[src/rtl/txb_pkg.sv]
package txb_pkg;

    localparam int TXB_MAX_PKT_DEF = 64;
    localparam int TXB_BANKS_DEF   = 2;
    localparam int TXB_BYTE_W      = 8;

    // Reason a bank was handed to the transmit side this cycle.
    typedef enum logic [1:0] {
        CMT_NONE  = 2'd0,
        CMT_FULL  = 2'd1,
        CMT_SHORT = 2'd2
    } commit_e;

    // Step a ring pointer over n entries.
    function automatic int wrap_inc(input int v, input int n);
        return (v + 1 >= n) ? 0 : v + 1;
    endfunction

endpackage

[src/rtl/txb_bank_mem.sv]
module txb_bank_mem #(
    parameter int NUM_BANKS = 2,
    parameter int DEPTH     = 64,
    parameter int DW        = 8,
    localparam int BANK_W   = (NUM_BANKS > 1) ? $clog2(NUM_BANKS) : 1,
    localparam int IDX_W    = (DEPTH > 1) ? $clog2(DEPTH) : 1
) (
    input  logic              clk,
    input  logic              we,
    input  logic [BANK_W-1:0] wbank,
    input  logic [IDX_W-1:0]  widx,
    input  logic [DW-1:0]     wdata,
    input  logic [BANK_W-1:0] rbank,
    input  logic [IDX_W-1:0]  ridx,
    output logic [DW-1:0]     rdata
);
    localparam int ENTRIES = NUM_BANKS * DEPTH;
    localparam int AW      = (ENTRIES > 1) ? $clog2(ENTRIES) : 1;

    logic [DW-1:0] mem_q [ENTRIES];
    logic [AW-1:0] waddr;
    logic [AW-1:0] raddr;

    always_comb begin
        waddr = AW'(wbank) * AW'(DEPTH) + AW'(widx);
        raddr = AW'(rbank) * AW'(DEPTH) + AW'(ridx);
    end

    always_ff @(posedge clk) begin
        if (we) begin
            mem_q[waddr] <= wdata;
        end
    end

    assign rdata = mem_q[raddr];

endmodule

[src/rtl/txb_fill_ctrl.sv]
module txb_fill_ctrl
    import txb_pkg::*;
#(
    parameter int NUM_BANKS = 2,
    parameter int MAX_PKT   = 64,
    localparam int BANK_W   = (NUM_BANKS > 1) ? $clog2(NUM_BANKS) : 1,
    localparam int IDX_W    = (MAX_PKT > 1) ? $clog2(MAX_PKT) : 1,
    localparam int LEN_W    = $clog2(MAX_PKT + 1)
) (
    input  logic              clk,
    input  logic              rst,
    input  logic              space,
    input  logic              dma_wr,
    input  logic              pkt_en,
    output logic              wr_en,
    output logic [BANK_W-1:0] fill_bank,
    output logic [IDX_W-1:0]  fill_idx,
    output commit_e           commit_kind,
    output logic [LEN_W-1:0]  commit_len
);
    logic [BANK_W-1:0] bank_q;
    logic [IDX_W-1:0]  cnt_q;
    logic              acc_wr;
    logic              acc_en;
    logic              last_slot;

    always_comb begin
        acc_wr     = dma_wr && space;
        acc_en     = pkt_en && space;
        last_slot  = (cnt_q == IDX_W'(MAX_PKT - 1));
        commit_len = LEN_W'(cnt_q) + LEN_W'(acc_wr);
        if (acc_wr && last_slot) begin
            commit_kind = CMT_FULL;
        end else if (acc_en) begin
            commit_kind = CMT_SHORT;
        end else begin
            commit_kind = CMT_NONE;
        end
    end

    always_ff @(posedge clk) begin
        if (rst) begin
            bank_q <= '0;
            cnt_q  <= '0;
        end else if (commit_kind != CMT_NONE) begin
            bank_q <= BANK_W'(wrap_inc(int'(bank_q), NUM_BANKS));
            cnt_q  <= '0;
        end else if (acc_wr) begin
            cnt_q  <= cnt_q + IDX_W'(1);
        end
    end

    assign wr_en     = acc_wr;
    assign fill_bank = bank_q;
    assign fill_idx  = cnt_q;

endmodule

[src/rtl/txb_queue_ctrl.sv]
module txb_queue_ctrl
    import txb_pkg::*;
#(
    parameter int NUM_BANKS = 2,
    parameter int MAX_PKT   = 64,
    localparam int BANK_W   = (NUM_BANKS > 1) ? $clog2(NUM_BANKS) : 1,
    localparam int IDX_W    = (MAX_PKT > 1) ? $clog2(MAX_PKT) : 1,
    localparam int LEN_W    = $clog2(MAX_PKT + 1),
    localparam int OCC_W    = $clog2(NUM_BANKS + 1)
) (
    input  logic              clk,
    input  logic              rst,
    input  commit_e           commit_kind,
    input  logic [BANK_W-1:0] commit_bank,
    input  logic [LEN_W-1:0]  commit_len,
    input  logic              rd_en,
    input  logic              tx_done,
    output logic              space,
    output logic              pkt_rdy,
    output logic [LEN_W-1:0]  pkt_len,
    output logic [BANK_W-1:0] send_bank,
    output logic [IDX_W-1:0]  rd_idx
);
    logic [OCC_W-1:0]  occ_q;
    logic [BANK_W-1:0] send_q;
    logic [IDX_W-1:0]  ridx_q;
    logic [LEN_W-1:0]  len_vec [NUM_BANKS];
    logic              commit_v;
    logic              release_v;

    assign commit_v  = (commit_kind != CMT_NONE);
    assign pkt_rdy   = (occ_q != '0);
    assign space     = (occ_q != OCC_W'(NUM_BANKS));
    assign release_v = tx_done && pkt_rdy;

    for (genvar b = 0; b < NUM_BANKS; b++) begin : g_len
        logic [LEN_W-1:0] len_r;
        always_ff @(posedge clk) begin
            if (rst) begin
                len_r <= '0;
            end else if (commit_v && commit_bank == BANK_W'(b)) begin
                len_r <= commit_len;
            end
        end
        assign len_vec[b] = len_r;
    end

    always_ff @(posedge clk) begin
        if (rst) begin
            occ_q <= '0;
        end else begin
            case ({commit_v, release_v})
                2'b10:   occ_q <= occ_q + OCC_W'(1);
                2'b01:   occ_q <= occ_q - OCC_W'(1);
                default: occ_q <= occ_q;
            endcase
        end
    end

    always_ff @(posedge clk) begin
        if (rst) begin
            send_q <= '0;
            ridx_q <= '0;
        end else if (release_v) begin
            send_q <= BANK_W'(wrap_inc(int'(send_q), NUM_BANKS));
            ridx_q <= '0;
        end else if (rd_en && pkt_rdy &&
                     (LEN_W'(ridx_q) + LEN_W'(1) < pkt_len)) begin
            ridx_q <= ridx_q + IDX_W'(1);
        end
    end

    assign pkt_len   = len_vec[send_q];
    assign send_bank = send_q;
    assign rd_idx    = ridx_q;

endmodule

[src/rtl/usb_in_dma_fifo.sv]
module usb_in_dma_fifo
    import txb_pkg::*;
#(
    parameter int MAX_PKT   = TXB_MAX_PKT_DEF,
    parameter int NUM_BANKS = TXB_BANKS_DEF,
    parameter int DATA_W    = TXB_BYTE_W,
    localparam int BANK_W   = (NUM_BANKS > 1) ? $clog2(NUM_BANKS) : 1,
    localparam int IDX_W    = (MAX_PKT > 1) ? $clog2(MAX_PKT) : 1,
    localparam int LEN_W    = $clog2(MAX_PKT + 1)
) (
    input  logic              clk,
    input  logic              rst,
    output logic              dma_req,
    input  logic              dma_wr,
    input  logic [DATA_W-1:0] dma_data,
    input  logic              pkt_en,
    output logic              pkt_rdy,
    output logic [LEN_W-1:0]  pkt_len,
    input  logic              rd_en,
    output logic [DATA_W-1:0] rd_data,
    input  logic              tx_done
);
    logic              space;
    logic              wr_en;
    logic [BANK_W-1:0] fill_bank;
    logic [IDX_W-1:0]  fill_idx;
    commit_e           commit_kind;
    logic [LEN_W-1:0]  commit_len;
    logic [BANK_W-1:0] send_bank;
    logic [IDX_W-1:0]  rd_idx;

    txb_fill_ctrl #(
        .NUM_BANKS (NUM_BANKS),
        .MAX_PKT   (MAX_PKT)
    ) u_fill (
        .clk         (clk),
        .rst         (rst),
        .space       (space),
        .dma_wr      (dma_wr),
        .pkt_en      (pkt_en),
        .wr_en       (wr_en),
        .fill_bank   (fill_bank),
        .fill_idx    (fill_idx),
        .commit_kind (commit_kind),
        .commit_len  (commit_len)
    );

    txb_queue_ctrl #(
        .NUM_BANKS (NUM_BANKS),
        .MAX_PKT   (MAX_PKT)
    ) u_queue (
        .clk         (clk),
        .rst         (rst),
        .commit_kind (commit_kind),
        .commit_bank (fill_bank),
        .commit_len  (commit_len),
        .rd_en       (rd_en),
        .tx_done     (tx_done),
        .space       (space),
        .pkt_rdy     (pkt_rdy),
        .pkt_len     (pkt_len),
        .send_bank   (send_bank),
        .rd_idx      (rd_idx)
    );

    txb_bank_mem #(
        .NUM_BANKS (NUM_BANKS),
        .DEPTH     (MAX_PKT),
        .DW        (DATA_W)
    ) u_mem (
        .clk   (clk),
        .we    (wr_en),
        .wbank (fill_bank),
        .widx  (fill_idx),
        .wdata (dma_data),
        .rbank (send_bank),
        .ridx  (rd_idx),
        .rdata (rd_data)
    );

    assign dma_req = space;

endmodule

[config.mk]
export PLATFORM = sky130hd
export DESIGN_NAME = usb_in_dma_fifo
export DESIGN_NICKNAME = d
export VERILOG_FILES = /design/src/rtl/txb_pkg.sv /design/src/rtl/txb_bank_mem.sv /design/src/rtl/txb_fill_ctrl.sv /design/src/rtl/txb_queue_ctrl.sv /design/src/rtl/usb_in_dma_fifo.sv
export SDC_FILE = /design/constraint.sdc
export NUM_CORES = 1
export LEC_CHECK = 0
export BUFFER_PORTS_ARGS = -buffer_cell sky130_fd_sc_hd__buf_2
export CELL_PAD_IN_SITES_DETAIL_PLACEMENT = 1
export CELL_PAD_IN_SITES_GLOBAL_PLACEMENT = 2
export CORE_MARGIN = 5
export CORE_UTILIZATION = 35
export DETAILED_ROUTE_END_ITERATION = 6
export GPL_TIMING_DRIVEN = 0
export PLACE_DENSITY_LB_ADDON = 0.1
export SLEW_MARGIN = 10
export SYNTH_ARGS = -nofsm -noshare
export SYNTH_HDL_FRONTEND = slang
export SYNTH_HIERARCHICAL = 1
export SYNTH_SLANG_ARGS = --single-unit
[constraint.sdc]
create_clock -name clk -period 4.67 [get_ports clk]
set_clock_uncertainty 0.1 [all_clocks]
set_input_delay 0.467 -clock clk [delete_from_list [all_inputs] [get_ports clk]]
set_output_delay 0.467 -clock clk [all_outputs]
set_load 0.02 [all_outputs]
* Word-level counts from Yosys, hierarchy flattened
Memories as Yosys holds them, arrays and structs flattened.
Cells that the tools add are included.
W data, S select, Z words.
** Cells by class
- Reduce and logical (&&, ||, !) cells :: 13
- Bitwise logic cells :: 2
- Equality and inequality tests :: 4
- Muxes and demuxes :: 10
- Add/sub/neg operators :: 10
- Order comparisons :: 4
** Operator list (number)
- $mux W7 :: 3
- $add A7 B6 Y7 :: 2
- $add A6 B1 Y6 const B :: 2
- $logic_and A1 B1 Y1 :: 8
- $add A6 B1 Y7 :: 1
- $add A6 B1 Y7 const B :: 1
- $lt A7 B7 Y1 :: 1
- $eq A6 B6 Y1 const B :: 1
- $ge A2 B2 Y1 const B :: 3
- $reduce_bool A2 Y1 :: 3
- $add A1 B1 Y2 const B :: 2
- $mux W1 :: 4
- $mux W2 :: 2
- $pmux W2 S2 :: 1
- $reduce_or A2 Y1 :: 2
- $add A2 B1 Y2 const B :: 1
- $eq A2 B1 Y1 const B :: 1
- $eq A2 B2 Y1 const B :: 1
- $ne A2 B2 Y1 const B :: 1
- $not A1 Y2 :: 1
- $sub A2 B1 Y2 const B :: 1
- $not A1 Y1 :: 1
** Word-level totals
- Register bits :: 30
- Memories :: 1
- Output and inout bits :: 17
- Word-level logic and storage cells :: 51
- RAM bits :: 1024
- Input bits :: 14
** Memories
- u_mem.mem_q :: depth 128, bits a word 8, rd ports 1, clocked after Yosys merged registers in 0, wr ports 1, line txb_bank_mem.sv:20 : logic [DW-1:0] mem_q [ENTRIES];

* Depth between registers and ports, before layout
- Word-level depth :: 7
- Mapped depth :: 9
- Gate-level depth less buffers :: 9

* Modules after synthesis
Netlist, hierarchy kept.
** By module, submodules not included
- txb_bank_mem :: instances 1, area each 39505.4 µm², seq. area each 30749.5 µm², cells each 1627
- txb_queue_ctrl :: instances 1, area each 1280.0 µm², seq. area each 460.4 µm², cells each 144
- txb_fill_ctrl :: instances 1, area each 425.4 µm², seq. area each 140.1 µm², cells each 53

* Least setup slack after synthesis
Ideal clock, no wire load.
- Kind :: register -> output
- From :: register u_queue.ridx_q[0] (netlist: u_queue/rd_idx[0])
- To :: output port rd_data[0]
- Required time :: 4.103 ns
- Data arrival time :: 2.903 ns
- Path slack :: 1.200 ns
- Buffers on the path :: 2
- Stages on the path, launching flop included :: 7
- Cells stage by stage :: dfxtp_1 > clkbuf_1 > buf_1 > mux4_2 > mux4_2 > mux4_2 > mux2_2
** On the way
- Cells in the longest elaborated chain, start to end :: 2
** RTL lines
- from (decl) :: line txb_queue_ctrl.sv:26 : logic [IDX_W-1:0] ridx_q;
- from (signal assigned) :: line txb_queue_ctrl.sv:69 : ridx_q <= ridx_q + IDX_W'(1);
- $add A7 B6 Y7 :: line txb_bank_mem.sv:26 : raddr = AW'(rbank) * AW'(DEPTH) + AW'(ridx);
- $mem_v2 Z128 W8
- to (decl) :: line usb_in_dma_fifo.sv:20 : output logic [DATA_W-1:0] rd_data,
No other way between the ends.

* Worst setup path after layout
- From :: register u_queue.ridx_q[4] (netlist: u_queue/rd_idx[4])
- To :: output port rd_data[3]
Same word-level chain as after synthesis.

==> impl_results.html <==
<table>
<tr><th>Metric</th><th>Value</th></tr>
<tr><th colspan="2">STA</th></tr>
<tr><td>Max-slew headroom at the worst pin</td><td>between 10% and 20%</td></tr>
<tr><td>Slew @ Worst Pin</td><td>1.27 ns</td></tr>
<tr><td>Final setup violating endpoints</td><td>0</td></tr>
<tr><td>Number of max-slew violations in the final report</td><td>0</td></tr>
<tr><td>RSZ-0062 raised after global routing</td><td>no</td></tr>
<tr><td>Setup ws final</td><td>approximately 0.068 ns</td></tr>
<tr><td>Final Hold Vio Count</td><td>0</td></tr>
<tr><td>Min Tclk post-route</td><td>roughly 4.6 ns</td></tr>
<tr><td>Max Freq</td><td>approximately 0.22 GHz</td></tr>
<tr><td>Final critical-path share of the clock period</td><td>between 90% and 100%</td></tr>
<tr><th colspan="2">Power</th></tr>
<tr><td>Pleak</td><td>~14 nW</td></tr>
<tr><td>Power share of the clock group</td><td>between 40% and 50%</td></tr>
<tr><td>Sequential power share</td><td>51.7%</td></tr>
<tr><td>Cell-internal power</td><td>between 15 and 20 mW</td></tr>
<tr><td>Switching power of the nets</td><td>about 4.4 mW</td></tr>
<tr><td>Share of total power in combinational logic</td><td>roughly 5.1%</td></tr>
<tr><td>PD cells</td><td>about 420 nW/µm²</td></tr>
<tr><td>Worst VDD drop</td><td>316 µV</td></tr>
<tr><td>Net Sw Frac</td><td>a little over a fifth</td></tr>
<tr><th colspan="2">Critical path</th></tr>
<tr><td>Crit path launch</td><td>u_queue/rd_idx[4]</td></tr>
<tr><td>Largest delay contributor family on the critical path</td><td>buffers and inverters</td></tr>
<tr><td>Critical path data required time</td><td>~4 ns</td></tr>
<tr><td>Biggest fanout along the worst timing path</td><td>10</td></tr>
<tr><td>Slowest CP cell</td><td>clkbuf_1</td></tr>
<tr><td>Data arrival time of the critical path</td><td>slightly above 4 ns</td></tr>
<tr><td>Max stage delay on crit path</td><td>~0.8 ns</td></tr>
<tr><td>Worst setup path class</td><td>register to output port</td></tr>
<tr><td>End of the worst register-to-register path</td><td>u_mem/mem_q[108][7]</td></tr>
<tr><td>Kind of start point of the critical path</td><td>register</td></tr>
<tr><td>Buf+Inv Stages, Crit Path</td><td>3</td></tr>
<tr><td>Crit end category</td><td>output port</td></tr>
<tr><td>Setup slack, reg-to-reg</td><td>between 0.4 and 0.5 ns</td></tr>
<tr><td>R2R depth</td><td>8</td></tr>
<tr><td>Worst R2R Start</td><td>u_queue/occ_q[0]</td></tr>
<tr><td>Ordered cell list for the critical path</td><td>buf_2 -&gt; clkbuf_1 -&gt; mux4_2 -&gt; mux4_2 -&gt; mux2_2 -&gt; buf_2</td></tr>
<tr><th colspan="2">Global routing</th></tr>
<tr><td>Number of global-route vias before repair</td><td>slightly above 20000</td></tr>
<tr><td>Number of antenna violations at the first check in global routing</td><td>7</td></tr>
<tr><td>Global Route Usage Sum</td><td>approximately a fifth</td></tr>
<tr><td>Overall overflow remaining after global route</td><td>0</td></tr>
<tr><td>Wire length of the first global-routing pass</td><td>between 150000 and 200000 µm</td></tr>
<tr><td>Largest net degree at the start of global routing</td><td>about 100</td></tr>
<tr><th colspan="2">Floorplan</th></tr>
<tr><td>Total Die Area</td><td>~120000 µm²</td></tr>
<tr><td>DIE HEIGHT</td><td>between 300 and 400 µm</td></tr>
<tr><td>Total core area</td><td>between 100000 and 150000 µm²</td></tr>
<tr><td>FP Rows</td><td>about 130</td></tr>
<tr><td>Horizontal die dimension</td><td>353 µm</td></tr>
<tr><td>Initial standard-cell utilization of the core</td><td>a little over a third</td></tr>
<tr><td>Top-Level Pins</td><td>31</td></tr>
<tr><th colspan="2">Yosys</th></tr>
<tr><td>Count of state elements after synthesis</td><td>approximately 1100</td></tr>
<tr><td>Post-Syn Area</td><td>between 40000 and 50000 µm²</td></tr>
<tr><td>Biggest area consumer among synthesized cells</td><td>edfxtp_1</td></tr>
<tr><td>Synth top area cells</td><td>edfxtp_1, mux4_2, dfxtp_1</td></tr>
<tr><td>Top-area cell type share of the netlist area</td><td>between 70% and 80%</td></tr>
<tr><td>Avg Synthesized Cell Area</td><td>22.6 µm²</td></tr>
<tr><td>Synthesized net count</td><td>roughly 1800</td></tr>
<tr><td>Number of distinct standard cells referenced by the synthesized netlist</td><td>37</td></tr>
<tr><td>Sequential fraction of the synthesis area</td><td>76.1%</td></tr>
<tr><td>Synth warn</td><td>6</td></tr>
<tr><td>Post-synthesis cell count</td><td>about 1800</td></tr>
<tr><th colspan="2">CTS</th></tr>
<tr><td>Buffer count from post-CTS setup fixing</td><td>0</td></tr>
<tr><td>Number of CTS-inserted buffers</td><td>~110</td></tr>
<tr><td>Buffer cell driving the clock tree root</td><td>clkbuf_16</td></tr>
<tr><td>CTS clk-pin slew, worst paths</td><td>~0.060 ns</td></tr>
<tr><td>Longest Clk Path Bufs</td><td>3</td></tr>
<tr><td>Clock net sink count</td><td>about 1100</td></tr>
<tr><td>CTS HTree Levels</td><td>3</td></tr>
<tr><td>Clock tree from TritonCTS</td><td>yes</td></tr>
<tr><td>Clock network latency to the later pin of the worst-skew pair</td><td>roughly 0.69 ns</td></tr>
<tr><th colspan="2">Routing</th></tr>
<tr><td>Initial drt markers</td><td>roughly 1800</td></tr>
<tr><td>Via total after detailed routing</td><td>19400</td></tr>
<tr><td>Antenna Nets Post-Route</td><td>0</td></tr>
<tr><td>Remaining design rule violation count</td><td>0</td></tr>
<tr><td>Routed len/inst</td><td>between 30 and 40 µm</td></tr>
<tr><td>Post-Route WL</td><td>approximately 120000 µm</td></tr>
<tr><td>First-pass detailed-route iteration total</td><td>5</td></tr>
<tr><td>Via density</td><td>~5.4</td></tr>
<tr><th colspan="2">Placement</th></tr>
<tr><td>Detailed placer's ending HPWL</td><td>slightly below 80000 µm</td></tr>
<tr><td>Placed instance count</td><td>3396</td></tr>
<tr><td>Weighted congestion reported at the end of routability-driven placement</td><td>0.772</td></tr>
<tr><td>Number of buffers inserted by port buffering</td><td>30</td></tr>
<tr><td>Worst-case setup slack after placement</td><td>-0.490 ns</td></tr>
<tr><th colspan="2">Cells and area</th></tr>
<tr><td>Net count reported at finish</td><td>2014</td></tr>
<tr><td>Layout cells sized above 1</td><td>a little under a third</td></tr>
<tr><td>Post-route non-filler standard cell count</td><td>approximately 3600</td></tr>
<tr><td>Commonest cells after routing, fill and taps aside</td><td>edfxtp_1, mux4_2, nor2_1</td></tr>
<tr><td>Most common library cell in the layout ignoring fill and taps</td><td>edfxtp_1</td></tr>
<tr><td>Relative area change from synthesis to final layout</td><td>15.7%</td></tr>
<tr><th colspan="2">Min path</th></tr>
<tr><td>Endpoint of the worst hold-timing path</td><td>u_mem/mem_q[0][5]</td></tr>
<tr><td>Hold Path Origin</td><td>dma_data[5]</td></tr>
<tr><td>Min-Delay Path Class</td><td>input port to register</td></tr>
<tr><td>Hold depth</td><td>1</td></tr>
<tr><th colspan="2">Outcome</th></tr>
<tr><td>Run status</td><td>complete, no violations</td></tr>
<tr><th colspan="2">Flow run</th></tr>
<tr><td>MaxCap Viol Count</td><td>0</td></tr>
</table>
[kinds of logic (layout without fill, tap and decap cells)]
family	count (synthesis)	after routing	share of synthesized area, %
flip-flops	1054	1054	76.1
multiplexers	365	365	19.1
AND/OR/NAND/NOR	246	246	2.58
buffers and inverters	105	365	1.14
AO/OA/AOI/OAI	30	30	0.486
XOR/XNOR	13	13	0.276
adder cells (fa/ha/maj)	11	11	0.334
other	0	1	0
[cell usage after synthesis, drive strengths merged]
cell type and number:
edfxtp 1024, mux4 336, nor2 143, buf 48
clkbuf 46, nand2 42, dfxtp 30, nand3 21
mux2i 18, a21oi 14, ha 11, inv 11
mux2 11, nor2b 9, nor3 9, or3 9
o21ai 7, xnor2 7, xor2 6, nand4 5
a211oi 4, nand2b 3, or2 3, o211ai 2
a2111oi 1, nand4b 1, o21a 1, o31ai 1
or4 1
[how the worst max path moves through the flow]
stage,end,slack (ns),cells after the start
floorplan,rd_data[0],1.20,6
global placement,rd_data[4],-0.50,7
detailed placement,rd_data[4],-0.49,7
CTS,rd_data[3],-0.007,7
global route,rd_data[5],0.003,8
finish,rd_data[3],0.07,6
[metrics by stage]
stage	hold WS [ns]	TNS (ns)	total power, mW	instance area, µm²	utilization, %
6_report	0.0590	0	20.2	47700	40.9
5_1_grt	0.0433	0	21.0	47700	40.9
4_1_cts	0.0194	-0.0131	20.5	47700	40.9
3_5_place_dp	0.357	-3.59	11.7	43700	37.5
3_3_place_gp	0.346	-3.53	11.6	43300	37.1
2_1_floorplan	0.334	0	11.1	41200	-
[repair_timing]
action                                  CTS  global route
endpoints found under the hold margin     1             0
resized for setup                       139             4
endpoints found under the setup margin    8             2
hold buffers                              1             0
[state kept, by name, indices dropped and copies added, names as in the netlist]
name	cells
u_fill/fill_bank	1
u_fill/fill_idx	6
u_queue/g_len.len_r	14
u_mem/mem_q	1024
u_queue/occ_q	2
u_queue/rd_idx	6
u_queue/send_bank	1
[area by class of cell]
type,instances,area [µm²]
multi-input cells,665,9440
fillers,10700,68800
flip-flops and latches,1054,31400
repair buffers,49,569
diodes,1,2.50
clock inverters,64,578
clock buffers,147,3020
inverters,11,41.3
well taps,1524,1910
plain buffers,94,772
[power groups by stage]
stage	clock network (mW)	registers, mW	logic, mW
after floorplan	0	10.6	0.472
after global routing	9.41	10.5	1.11
after CTS	9.00	10.5	1.05
after global placement	0	10.7	0.965
final	8.73	10.5	1.04
after detailed placement	0	10.7	1.04
[layer usage]
metal	GRT usage, %	vias to the layer above	routed length [µm]
met4	4.89	2	2780
met3	4.12	147	7600
li1	-	8038	-
met1	25.4	10700	49400
met5	0	-	13
met2	31.0	505	57500
(Power assumes the default switching activity.)
